### config.mk
export PLATFORM = sky130hd
export DESIGN_NAME = split_timer
export DESIGN_NICKNAME = d
export VERILOG_FILES = /design/src/rtl/split_timer_pkg.sv /design/src/rtl/split_timer_prescaler.sv /design/src/rtl/split_timer_half.sv /design/src/rtl/split_timer_wave.sv /design/src/rtl/split_timer.sv
export SDC_FILE = /design/constraint.sdc
export NUM_CORES = 1
export LEC_CHECK = 0
export BUFFER_PORTS_ARGS = -buffer_cell sky130_fd_sc_hd__buf_2
export CORE_MARGIN = 3
export CORE_UTILIZATION = 50
export DETAILED_ROUTE_END_ITERATION = 12
export PLACE_DENSITY = 0.7
export SYNTH_ARGS = -nofsm -noshare
export SYNTH_HDL_FRONTEND = slang
export SYNTH_SLANG_ARGS = --single-unit
### constraint.sdc
create_clock -name clk -period 3 [get_ports clk]
set_clock_uncertainty 0.15 [all_clocks]
set_input_delay 0.6 -clock clk [delete_from_list [all_inputs] [get_ports clk]]
set_output_delay 0.6 -clock clk [all_outputs]
set_load 0.02 [all_outputs]
### src/rtl/split_timer_pkg.sv
`timescale 1ns/1ps
package split_timer_pkg;
    typedef enum logic [1:0] {
        ST_IDLE = 2'd0,
        ST_RUN  = 2'd1,
        ST_SHOT = 2'd2
    } run_state_t;

    typedef enum logic [2:0] {
        A_COUNT   = 3'd0,
        A_RELOAD  = 3'd1,
        A_COMPARE = 3'd2,
        A_CTRL    = 3'd3,
        A_CLEAR   = 3'd4
    } reg_addr_t;

    localparam int B_MODE    = 0;
    localparam int B_RUN     = 1;
    localparam int B_RUN_LO  = 2;
    localparam int B_SHOT    = 3;
    localparam int B_IEN_PRI = 4;
    localparam int B_IEN_SEC = 5;
    localparam int B_POL_PRI = 6;
    localparam int B_OE_PRI  = 7;
    localparam int B_POL_SEC = 8;
    localparam int B_OE_SEC  = 9;
    localparam int B_DIV_LO  = 10;
    localparam int DIV_W     = 3;
    localparam int FLAG_N    = 4;
endpackage

### src/rtl/split_timer_prescaler.sv
`timescale 1ns/1ps
module split_timer_prescaler #(
    parameter int SEL_W = 3
) (
    input  logic             clk,
    input  logic             rst_n,
    input  logic [SEL_W-1:0] div_sel,
    output logic             tick
);
    localparam int PS_W = (1 << SEL_W) - 1;

    logic [PS_W-1:0] phase_q;
    logic [PS_W-1:0] mask;

    always_ff @(posedge clk or negedge rst_n) begin
        if (!rst_n) phase_q <= '0;
        else        phase_q <= phase_q + 1'b1;
    end

    always_comb begin
        mask = ~({PS_W{1'b1}} << div_sel);
        tick = (phase_q & mask) == mask;
    end
endmodule

### src/rtl/split_timer_half.sv
`timescale 1ns/1ps
module split_timer_half #(
    parameter int W = 8
) (
    input  logic         clk,
    input  logic         rst_n,
    input  logic         load_val,
    input  logic [W-1:0] new_val,
    input  logic         en,
    input  logic         wrap,
    input  logic [W-1:0] reload,
    input  logic [W-1:0] compare,
    output logic [W-1:0] value,
    output logic         at_max,
    output logic         match
);
    always_ff @(posedge clk or negedge rst_n) begin
        if (!rst_n)        value <= '0;
        else if (load_val) value <= new_val;
        else if (en)       value <= wrap ? reload : value + 1'b1;
    end

    always_comb begin
        at_max = &value;
        match  = (value == compare);
    end
endmodule

### src/rtl/split_timer_wave.sv
`timescale 1ns/1ps
module split_timer_wave (
    input  logic clk,
    input  logic rst_n,
    input  logic oe,
    input  logic pol,
    input  logic toggle,
    output logic level
);
    always_ff @(posedge clk or negedge rst_n) begin
        if (!rst_n)      level <= 1'b0;
        else if (!oe)    level <= pol;
        else if (toggle) level <= ~level;
    end
endmodule

### src/rtl/split_timer.sv
`timescale 1ns/1ps
module split_timer
    import split_timer_pkg::*;
#(
    parameter int HALF_W = 8
) (
    input  logic                clk,
    input  logic                rst_n,
    input  logic                wr_en,
    input  logic [2:0]          wr_addr,
    input  logic [2*HALF_W-1:0] wr_data,
    output logic [2*HALF_W-1:0] count_o,
    output logic [FLAG_N-1:0]   flags_o,
    output logic                irq_pri,
    output logic                irq_sec,
    output logic                pri_out,
    output logic                pri_oe,
    output logic                sec_out,
    output logic                sec_oe
);
    localparam int CNT_W = 2 * HALF_W;
    localparam int NHALF = 2;

    run_state_t state_q, state_d;

    logic [CNT_W-1:0] reload_q, compare_q;
    logic             mode_q, run_lo_q, ien_pri_q, ien_sec_q;
    logic             pol_pri_q, oe_pri_q, pol_sec_q, oe_sec_q;
    logic [DIV_W-1:0] div_q;
    logic [FLAG_N-1:0] flags_q, clr_mask, ev_vec;

    logic ctrl_wr, cnt_wr, mode_flip, tick, hi_go, lo_go, full_max;
    logic pri_ovf_ev, pri_cmp_ev, sec_ovf_ev, sec_cmp_ev;
    logic [NHALF-1:0] h_en, h_wrap, h_max, h_match;
    logic [HALF_W-1:0] h_val [NHALF];

    always_comb begin
        ctrl_wr   = wr_en && (wr_addr == A_CTRL);
        cnt_wr    = wr_en && (wr_addr == A_COUNT);
        mode_flip = ctrl_wr && (wr_data[B_MODE] != mode_q);
        clr_mask  = (wr_en && wr_addr == A_CLEAR) ? wr_data[FLAG_N-1:0] : '0;
    end

    split_timer_prescaler #(.SEL_W(DIV_W)) u_presc (
        .clk(clk), .rst_n(rst_n), .div_sel(div_q), .tick(tick)
    );

    // run gating and event decode per mode
    always_comb begin
        hi_go    = tick && (state_q != ST_IDLE);
        lo_go    = tick && mode_q && run_lo_q;
        full_max = h_max[0] && h_max[1];
        if (mode_q) begin
            h_en       = {hi_go, lo_go};
            h_wrap     = h_max;
            pri_ovf_ev = hi_go && h_max[1];
            pri_cmp_ev = hi_go && h_match[1];
            sec_ovf_ev = lo_go && h_max[0];
            sec_cmp_ev = lo_go && h_match[0];
        end else begin
            h_en       = {hi_go && h_max[0], hi_go};
            h_wrap     = {full_max, full_max};
            pri_ovf_ev = hi_go && full_max;
            pri_cmp_ev = hi_go && h_match[0] && h_match[1];
            sec_ovf_ev = 1'b0;
            sec_cmp_ev = 1'b0;
        end
        ev_vec = {sec_cmp_ev, sec_ovf_ev, pri_cmp_ev, pri_ovf_ev};
    end

    for (genvar g = 0; g < NHALF; g++) begin : g_half
        split_timer_half #(.W(HALF_W)) u_half (
            .clk      (clk),
            .rst_n    (rst_n),
            .load_val (cnt_wr),
            .new_val  (wr_data[g*HALF_W +: HALF_W]),
            .en       (h_en[g]),
            .wrap     (h_wrap[g]),
            .reload   (reload_q[g*HALF_W +: HALF_W]),
            .compare  (compare_q[g*HALF_W +: HALF_W]),
            .value    (h_val[g]),
            .at_max   (h_max[g]),
            .match    (h_match[g])
        );
    end

    // primary run state register
    always_ff @(posedge clk or negedge rst_n) begin
        if (!rst_n) state_q <= ST_IDLE;
        else        state_q <= state_d;
    end

    // primary run next state
    always_comb begin
        unique case (state_q)
            ST_IDLE: state_d = ST_IDLE;
            ST_RUN:  state_d = ST_RUN;
            ST_SHOT: state_d = pri_ovf_ev ? ST_IDLE : ST_SHOT;
            default: state_d = ST_IDLE;
        endcase
        if (ctrl_wr) begin
            if (mode_flip)             state_d = ST_IDLE;
            else if (wr_data[B_RUN])   state_d = ST_RUN;
            else if (wr_data[B_SHOT])  state_d = ST_SHOT;
            else                       state_d = ST_IDLE;
        end
    end

    always_ff @(posedge clk or negedge rst_n) begin
        if (!rst_n) begin
            reload_q  <= '0;
            compare_q <= '0;
            mode_q    <= 1'b0;
            run_lo_q  <= 1'b0;
            ien_pri_q <= 1'b0;
            ien_sec_q <= 1'b0;
            pol_pri_q <= 1'b0;
            oe_pri_q  <= 1'b0;
            pol_sec_q <= 1'b0;
            oe_sec_q  <= 1'b0;
            div_q     <= '0;
        end else if (wr_en) begin
            if (wr_addr == A_RELOAD)  reload_q  <= wr_data;
            if (wr_addr == A_COMPARE) compare_q <= wr_data;
            if (ctrl_wr) begin
                mode_q    <= wr_data[B_MODE];
                run_lo_q  <= mode_flip ? 1'b0 : wr_data[B_RUN_LO];
                ien_pri_q <= wr_data[B_IEN_PRI];
                ien_sec_q <= wr_data[B_IEN_SEC];
                pol_pri_q <= wr_data[B_POL_PRI];
                oe_pri_q  <= wr_data[B_OE_PRI];
                pol_sec_q <= wr_data[B_POL_SEC];
                oe_sec_q  <= wr_data[B_OE_SEC];
                div_q     <= wr_data[B_DIV_LO +: DIV_W];
            end
        end
    end

    // flags: mode change clears, events beat the software clear
    always_ff @(posedge clk or negedge rst_n) begin
        if (!rst_n)         flags_q <= '0;
        else if (mode_flip) flags_q <= '0;
        else                flags_q <= (flags_q & ~clr_mask) | ev_vec;
    end

    split_timer_wave u_wave_pri (
        .clk(clk), .rst_n(rst_n), .oe(oe_pri_q), .pol(pol_pri_q),
        .toggle(pri_ovf_ev || pri_cmp_ev), .level(pri_out)
    );

    split_timer_wave u_wave_sec (
        .clk(clk), .rst_n(rst_n), .oe(oe_sec_q), .pol(pol_sec_q),
        .toggle(mode_q ? (sec_ovf_ev || sec_cmp_ev) : (pri_ovf_ev || pri_cmp_ev)),
        .level(sec_out)
    );

    always_comb begin
        count_o = {h_val[1], h_val[0]};
        flags_o = flags_q;
        irq_pri = ien_pri_q && (flags_q[1] || flags_q[0]);
        irq_sec = mode_q && ien_sec_q && (flags_q[3] || flags_q[2]);
        pri_oe  = oe_pri_q;
        sec_oe  = oe_sec_q;
    end
endmodule

==> impl_metrics.toml, run 1 <==
[grt]
grt_pass1_wl_um = 15000
first_global_vias = 2973
antenna_found_initial = 0
grtUsageTotal_pct = 22.2
grt_max_degree = 46
grt-ovfl-total = 0

[floorplan]
die_height_um = 93.5
floorplan.initialDensity_pct = 52.2
die_width_um = 93.5
io_pins = 48
core-area_mm2 = 0.00733
fp.dieArea_mm2 = 0.00874
rows = 31

[synth]
ys_seq_elements = 74
synthXorXnorAreaFrac_pct = 5.26
synth_area_mm2 = 0.00383
syn_avg_cell_area_um2 = 10.6
synth_compound_gate_area_share_pct = 11.9
async_reset_ff_share_pct = 100
synth-edff-count = 0
synth_cell_types = 60
syn_nets = 389
ys_seq_area_share_pct = 48.4
ys_warn_count = 0
synth_cells = 361
synthAdderAreaFrac_pct = 1.96
synthMuxAreaShare_pct = 13.3
synthSimpleGateAreaFrac_pct = 16.4
synth_top_family_by_area = "simple AND/OR/NAND/NOR gates"
synth_flop_cell = "dfrtp_1"

[timing]
min_period_ps = 2380
fin_crit_sh_pct = 79.4
setup_tns_ps = 0
slew_viol_final = 0
fmax_mhz = 420
grt_setup_unrepaired = "no"
worst_slew_pin_slew_ps = 733
hold_ws_ps = 150
finalHoldViolCount = 0
slew_headroom_pct = 51.1
setup_viol = 0

[placed_design]
routabilityCongestion = 0.830
place_area_mm2 = 0.00420
hpwlAfterDp_um = 6460
io_buffers = 47

[pwr]
power_w = 0.00298
pwr_density_cell_mw_per_mm2 = 684
leakage_nw = 1.90
peakVddDrop_mv = 0.241

[cts]
cts_resized = 0
clkSlewWorstSetupHoldPaths_ps = 70
worstSkewPairLatency_ps = 340
cts_buffers = 9
htree_levels = 3
cts-root-buf = "clkbuf_8"
clk_path_buf_depth = 2
hold_buffers = 0
cts.sinks = 74
cts_tree = "done"
post_cts_buffers = 0

[final_layout]
layout_common_cells = "dfrtp_1 (74), buf_2 (47), mux2_2 (40)"
layout.cells.most_common = "dfrtp_1"
drive_gt1_share_pct = 28.3
fin_nets = 443
n_antenna_cell = 0
fillCellCount = 638
area_growth_pct = 14.0
fin_area_mm2 = 0.00436
utilization_pct = 59.5

[setup_path]
required_ps = 3050
path_class = "register to register"
start_kind = "register"
crit_fanout = 7
end_kind = "register"
cp.arrival_ps = 2430

[route]
drc = 0
vias = 2948
first_pass_iters = 4
wl_um = 8810
drt-initial-drc-count = 146
viasPerCell = 5.68
antenna_left = 0
avgRoutedWirePerCell_um = 17.0

[run_status]
status = "finished clean"

[flow_run]
maxCapViolations = 0

[worst_hold_path]
hold_class = "primary input to asynchronous set/reset pin"
## cell usage after synthesis (2+ instances only)
master,number,area [um^2]
and3_1,5,31.3
o21ai_1,2,10.0
o22a_1,2,17.5
nand2b_1,5,31.3
nor3_2,2,20.0
nand3_1,9,45.0
xnor2_1,22,193
and2_1,4,25.0
o21ai_0,24,120
nand2_1,38,143
o31ai_1,3,22.5
nand4_1,13,81.3
inv_1,14,52.6
o21a_1,4,30.0
nor2_1,24,90.1
ha_1,6,75.1
nor3_1,4,20.0
a21boi_0,2,15.0
and4_1,2,17.5
clkbuf_1,6,22.5
mux2_2,40,450
mux2i_1,6,60.1
or3_1,2,12.5
dfrtp_1,74,1850
a31oi_1,2,12.5
buf_2,3,15.0
a21oi_1,9,45.0
a22oi_1,2,15.0
## final cells by class
cell class	count	area (um^2)	share of cell area (%)
repair buffers	54	300	6.89
well taps	99	124	2.84
inverters	14	52.6	1.21
clock inverters	3	15.0	0.344
clock buffers	13	149	3.41
multi-input cells	262	1870	42.8
flip-flops and latches	74	1850	42.5
## flip-flops by register name (all words and copies together) (netlist names), 2 cells and up
name and flops:
u_presc.phase_q 7, g_half.u_half.value 16, compare_q 16, flags_o 4, div_q 3, state_q 2
reload_q 16
## stage by stage
stage | worst slack (ps) | instances
floorplan | 812 | 361
global placement | 710 | 503
detailed placement | 630 | 503
CTS | 615 | 519
global route | 393 | 519
finish | 618 | 519
## kinds of logic (layout without fill, tap and decap cells)
kind of cell             count (synthesis)  after routing
adder cells (fa/ha/maj)                  6              6
AO/OA/AOI/OAI                           68             68
AND/OR/NAND/NOR                        119            119
buffers and inverters                   25             84
flip-flops                              74             74
multiplexers                            46             46
XOR/XNOR                                23             23
## worst max-delay path, stage by stage (launching register included)
cell and delay [ps]:
dfrtp_1 430, ha_1 250, nand3_2 120, nor4_4 410, o21ai_0 320, mux2_2 360, mux2i_1 110, o21ai_0 90
## layer usage
| metal | routed length, um | vias to the layer above | global-route usage, % |
|---|---|---|---|
| met1 | 4040 | 1455 | 30.7 |
| met2 | 4130 | 75 | 34.4 |
| li1 | - | 1400 | - |
| met4 | 155 | 0 | 7.94 |
| met3 | 486 | 18 | 4.91 |
| met5 | 0 | - | 0 |
## path summary, 6_finish.rpt
check	to	start	cells after the start	slack, ps
min in group clk	u_presc.phase_q[6]$_DFF_PN0_	u_presc.phase_q[6]$_DFF_PN0_	1	320
worst min register to register	u_presc.phase_q[6]$_DFF_PN0_	u_presc.phase_q[6]$_DFF_PN0_	1	320
worst max register to register	g_half[1].u_half.value[7]$_DFFE_PN0P_	g_half[0].u_half.value[1]$_DFFE_PN0P_	7	620
worst max-delay path	g_half[1].u_half.value[7]$_DFFE_PN0P_	g_half[0].u_half.value[1]$_DFFE_PN0P_	7	620
worst min-delay path	u_presc.phase_q[4]$_DFF_PN0_	rst_n	1	150
max in group asynchronous	reload_q[8]$_DFFE_PN0P_	rst_n	2	1870
## where the power goes
part | total [W] | switching, W | leakage (nW) | internal [W]
Clock | 0.000673 | 0.000353 | 0.0872 | 0.000320
Combinational | 0.000865 | 0.000457 | 0.924 | 0.000408
Sequential | 0.00145 | 0.000237 | 0.894 | 0.00121
No activity file was read; power rests on OpenSTA's default activity.
==> run 2: changes to the inputs <==
ABC_AREA = 1   (was not set)
clock period = 2.2 ns   (was 3 ns; I/O delays follow)
==> run 2 against run 1 <==
Final area fell by 0.29%. Critical path type unchanged. Area after synthesis shrank 1.7%. Wire length increased by 0.40%.
==> impl_metrics.toml, run 2 <==
[cts]
post_cts_buffers = 0
cts_buffers = 9
cts_tree = "done"
cts.sinks = 74
worstSkewPairLatency_ps = 350
clk_path_buf_depth = 2
cts-root-buf = "clkbuf_8"
clkSlewWorstSetupHoldPaths_ps = 80
htree_levels = 3

[floorplan]
die_width_um = 92.7
core-area_mm2 = 0.00706
floorplan.initialDensity_pct = 53.3
io_pins = 48
die_height_um = 92.7
rows = 30
fp.dieArea_mm2 = 0.00860

[synth]
synth_cells = 458
syn_avg_cell_area_um2 = 8.21
ys_top_cells_by_area = "dfrtp_1 (49%), nand2_1 (13%), o21ai_0 (8.0%)"
synth_commonest_cells = "nand2_1 (135), dfrtp_1 (74), o21ai_0 (60)"
async_reset_ff_share_pct = 100
ys_warn_count = 0
yosys.cell_count.top_type = "nand2_1"
synth_top_cell_by_area = "dfrtp_1"
synth_cell_types = 30
yosysTopAreaCellShare_pct = 49.2
synth_flop_cell = "dfrtp_1"
syn_nets = 486
synth_area_mm2 = 0.00376
synth-edff-count = 0
ys_seq_area_share_pct = 49.2
ys_seq_elements = 74

[route]
dr_wl_met3_um = 458
drc = 0
wl_um = 8840
first_pass_iters = 4
antenna_left = 0
drt-initial-drc-count = 164
vias = 3152
viasPerCell = 5.13
wl_met2_um = 4170
wl_met1_um = 4040
top_layer = "met4"
avgRoutedWirePerCell_um = 14.4

[timing]
worst_slew_pin_slew_ps = 399
finalHoldViolCount = 0
slew_viol_final = 0
grt_setup_unrepaired = "no"
fmax_mhz = 507
setup_tns_ps = 0
slew_headroom_pct = 73.3
fin_crit_sh_pct = 89.7
setup_viol = 0
min_period_ps = 1970

[final_layout]
fillCellCount = 659
layout.cells.most_common = "nand2_1"
layout_common_cells = "nand2_1 (135), dfrtp_1 (72), o21ai_0 (60)"
drive_gt1_share_pct = 16.8
fin_nets = 543
top_regs = "compare_q (16), g_half.u_half.value (16), reload_q (16)"
area_growth_pct = 15.6
utilization_pct = 61.6
fin_area_mm2 = 0.00435
n_antenna_cell = 0

[placed_design]
hpwlAfterDp_um = 6290
io_buffers = 47
routabilityCongestion = 0.898
place_area_mm2 = 0.00415

[pwr]
swShare_pct = 37.5
pwr-share-comb_pct = 31.7
clockPowerShare_pct = 23.2
pwr_density_cell_mw_per_mm2 = 1030
p_sw_w = 0.00168
power_frac_seq_pct = 45.1
peakVddDrop_mv = 0.670
p_int_w = 0.00279
leakage_nw = 2.25

[setup_path]
rr_worst_depth = 11
required_ps = 2320
end_kind = "register"
path_class = "register to register"
cp.arrival_ps = 2090
crit_fanout = 11
start_kind = "register"

[flow_run]
maxCapViolations = 0

[worst_hold_path]
worstHoldPathCells = 3
hold_class = "primary input to register"

[grt]
grt_pass1_wl_um = 15100
antenna_found_initial = 0
grt_max_degree = 75
grtUsageTotal_pct = 22.4
grt-ovfl-total = 0
first_global_vias = 3099

[run_status]
status = "finished clean"
==> run 2: cell type report <==
type                    count  area [um^2]  share of cell area (%)
clock buffers              12          145                    3.34
inverters                  55          206                    4.75
clock inverters             3         40.0                   0.921
multi-input cells         318         1660                    38.1
repair buffers             57          325                    7.48
well taps                  96          120                    2.76
flip-flops and latches     74         1850                    42.6
==> run 2: layer usage <==
layer	vias up	track usage [%]
met5	-	0
met4	0	8.55
met3	13	4.87
met2	74	35.6
li1	1586	-
met1	1479	30.1
==> run 2: worst paths after layout <==
path	start	slack, ps	endpoint
worst max-delay path	g_half[1].u_half.value[1]$_DFFE_PN0P_	230	g_half[0].u_half.value[2]$_DFFE_PN0P_
worst min-delay path	wr_data[12]	180	div_q[2]$_DFFE_PN0P_
worst max register to register	g_half[1].u_half.value[1]$_DFFE_PN0P_	230	g_half[0].u_half.value[2]$_DFFE_PN0P_
worst min register to register	u_presc.phase_q[5]$_DFF_PN0_	330	u_presc.phase_q[5]$_DFF_PN0_
max in group asynchronous	rst_n	1050	g_half[1].u_half.value[0]$_DFFE_PN0P_
min in group asynchronous	rst_n	510	ien_pri_q$_DFFE_PN0P_
==> run 2: logic make-up after synthesis <==
group | Yosys count | synth area share, %
DFF | 74 | 49.2
buffers and inverters | 66 | 6.82
and+or+nand+nor | 191 | 21.5
AOI/OAI and AO/OA | 93 | 13.9
xor gates and xnor gates | 28 | 6.52
adders and majority gates | 6 | 2.00
==> run 2: what timing repair did <==
action                                  in CTS  in global routing
hold endpoints to repair                    74                  0
endpoints found under the setup margin       0                  5
hold buffers                                 1                  0
gates resized for setup                      0                  4
==> run 2: stage by stage <==
stage          hold WS [ps]  worst slack (ps)  cells  power (W)
3_5_place_dp            315               188    599    0.00345
2_1_floorplan         -5.59               217    458    0.00296
4_1_cts                 179               163    615    0.00449
3_3_place_gp            308               215    599    0.00342
6_report                184               226    615    0.00447
5_1_grt                 185              17.4    615    0.00479
==> run 2: power groups by stage <==
stage / Clock (W) / Combinational [W] / Sequential, W
2_1_floorplan: 0 / 0.000805 / 0.00216
3_3_place_gp: 0 / 0.00139 / 0.00203
3_5_place_dp: 0 / 0.00141 / 0.00203
4_1_cts: 0.00105 / 0.00143 / 0.00201
5_1_grt: 0.00111 / 0.00161 / 0.00207
6_report: 0.00104 / 0.00142 / 0.00202
==> run 2: worst max-delay path, stage by stage (launching register included) <==
cell and delay (ps):
dfrtp_2 430, ha_2 220, nand3_2 100, nor2_2 120
nand4_1 180, nand2_1 140, nand2_2 140, inv_2 100
nand2_1 40, o21ai_0 60, nand3_1 100, o211ai_1 100
==> run 3: changes to the inputs <==
ABC_AREA = not set   (was 1)
CORE_UTILIZATION = 58   (was 50)
PLACE_DENSITY = 0.8   (was 0.7)
==> run 3 against run 2 <==
Setup slack worse by 190 ps. First-iteration DRC count rose by 30%. Wire length grew 4.3%. Via count down 2.0%. Die area decreased by 12%. Critical endpoint unchanged. Largest cell class is now multi-input gates.
==> impl_metrics.toml, run 3 (synthesized netlist as in run 1, its figures left out) <==
[cts]
worstSkewPairLatency_ps = 340
cts_tree = "done"
cts.sinks = 74
cts_buffers = 9
htree_levels = 3
cts-root-buf = "clkbuf_8"
clk_path_buf_depth = 2
clkSlewWorstSetupHoldPaths_ps = 80

[route]
wl_um = 9220
avgRoutedWirePerCell_um = 18.1
drt-initial-drc-count = 213
vias = 3088
drc = 0
antenna_left = 0
first_pass_iters = 5
viasPerCell = 6.04

[setup_path]
cp.arrival_ps = 2260
path_class = "register to register"
ff2ff_setup_slack_ps = 40
start_kind = "register"
required_ps = 2300
end_kind = "register"
crit_fanout = 9

[grt]
grt-ovfl-total = 0
grt_max_degree = 37
antenna_found_initial = 0
grt_pass1_wl_um = 14700
first_global_vias = 2898
grtUsageTotal_pct = 25.1

[placed_design]
dp.cells = 493
hpwlAfterDp_um = 6650
io_buffers = 47
routabilityCongestion = 0.906
place_ws_ps = 12.2

[worst_hold_path]
hold_class = "primary input to register"

[run_status]
status = "finished clean"

[final_layout]
top_regs = "compare_q (16), g_half.u_half.value (16), reload_q (16)"
layout.cells.most_common = "dfrtp_1"
layout_common_cells = "dfrtp_1 (74), buf_2 (47), mux2_2 (40)"
fin_nets = 459
fillCellCount = 446
n_antenna_cell = 0
multi_input_area_mm2 = 0.00191
drive_gt1_share_pct = 31.9
area_growth_pct = 19.8
fin_cells = 511
final-seq-area_mm2 = 0.00185

[floorplan]
fp.dieArea_mm2 = 0.00761
core-area_mm2 = 0.00617
die_width_um = 87.2
die_height_um = 87.2
io_pins = 48
rows = 28
floorplan.initialDensity_pct = 62.1

[timing]
min_period_ps = 2160
grt_setup_unrepaired = "yes"
setup_viol = 0
finalWorstSetupSlack_ps = 36.1
fin_crit_sh_pct = 98.4
slew_viol_final = 0
hold_ws_ps = 191
worst_slew_pin_slew_ps = 474
slew_headroom_pct = 68.4
finalHoldViolCount = 0
fmax_mhz = 462

[pwr]
peakVddDrop_mv = 0.693
p_sw_w = 0.00151
clockPowerShare_pct = 27.8
pwr-share-comb_pct = 30.0
p_int_w = 0.00305
pwr_density_cell_mw_per_mm2 = 995
swShare_pct = 33.2
leakage_nw = 2.02
power_w = 0.00456
power_frac_seq_pct = 42.1

[flow_run]
maxCapViolations = 0
[run 3: cell count changes in the layout (fill, tap and decap cells not counted), sizes merged, moves of 13 or more]
| cell | delta |
|---|---|
| o21ai | -44 |
| xor2 | -16 |
| buf | +13 |
| mux2 | +40 |
| nand2 | -103 |
| inv | -39 |
[run 3: path summary, 6_finish.rpt]
kind,startpoint,to,depth (start not counted)
max,u_presc.phase_q[2]$_DFF_PN0_,g_half[0].u_half.value[2]$_DFFE_PN0P_,6
min,wr_data[15],g_half[1].u_half.value[7]$_DFFE_PN0P_,3
max reg2reg,u_presc.phase_q[2]$_DFF_PN0_,g_half[0].u_half.value[2]$_DFFE_PN0P_,6
min reg2reg,u_presc.phase_q[6]$_DFF_PN0_,u_presc.phase_q[6]$_DFF_PN0_,1
max in group asynchronous,rst_n,pri_oe$_DFFE_PN0P_,3
min in group asynchronous,rst_n,u_presc.phase_q[2]$_DFF_PN0_,2
[run 3: cell type report]
cell class              instances  share of cell area, %
well taps                      75                   2.05
multi-input cells             262                   41.6
clock buffers                  10                   2.79
inverters                      14                   1.15
flip-flops and latches         74                   40.4
repair buffers                 70                   9.50
clock inverters                 6                   2.51
[run 3: metal layers]
layer	up-vias	track usage, %	wire [um]
met4	0	6.83	187
met5	-	0	0
met1	1508	34.8	4040
met3	17	5.77	580
li1	1435	-	-
met2	128	39.9	4420
[run 3: critical path, stage by stage (launching register included)]
cell      delay, ps
dfrtp_1         430
nand2b_1        200
a221oi_4        420
nor3_4          130
and2_2          290
and4_1          210
o31ai_1         240
[run 3: repair_timing]
action                                 CTS  global route
hold buffers                             1             0
resized for setup                        1             9
setup endpoints to repair                1            17
buffers inserted                         0             1
endpoints found under the hold margin   16             0
pin swaps                                0             3
[run 3: metrics by stage]
step | utilization [%] | instance area, um^2 | setup TNS, ps
6_report | 74.3 | 4580 | 0
5_1_grt | 74.3 | 4580 | -123
4_1_cts | 73.6 | 4540 | 0
3_5_place_dp | 69.5 | 4280 | 0
3_3_place_gp | 69.5 | 4280 | 0
2_1_floorplan | - | 3830 | 0
[run 3: power by group through the flow]
stage | sequential, W | combinational, W | clock (W)
3_3_place_gp | 0.00193 | 0.00129 | 0
2_1_floorplan | 0.00204 | 0.000721 | 0
6_report | 0.00192 | 0.00137 | 0.00127
3_5_place_dp | 0.00194 | 0.00132 | 0
5_1_grt | 0.00196 | 0.00148 | 0.00135
4_1_cts | 0.00192 | 0.00135 | 0.00129
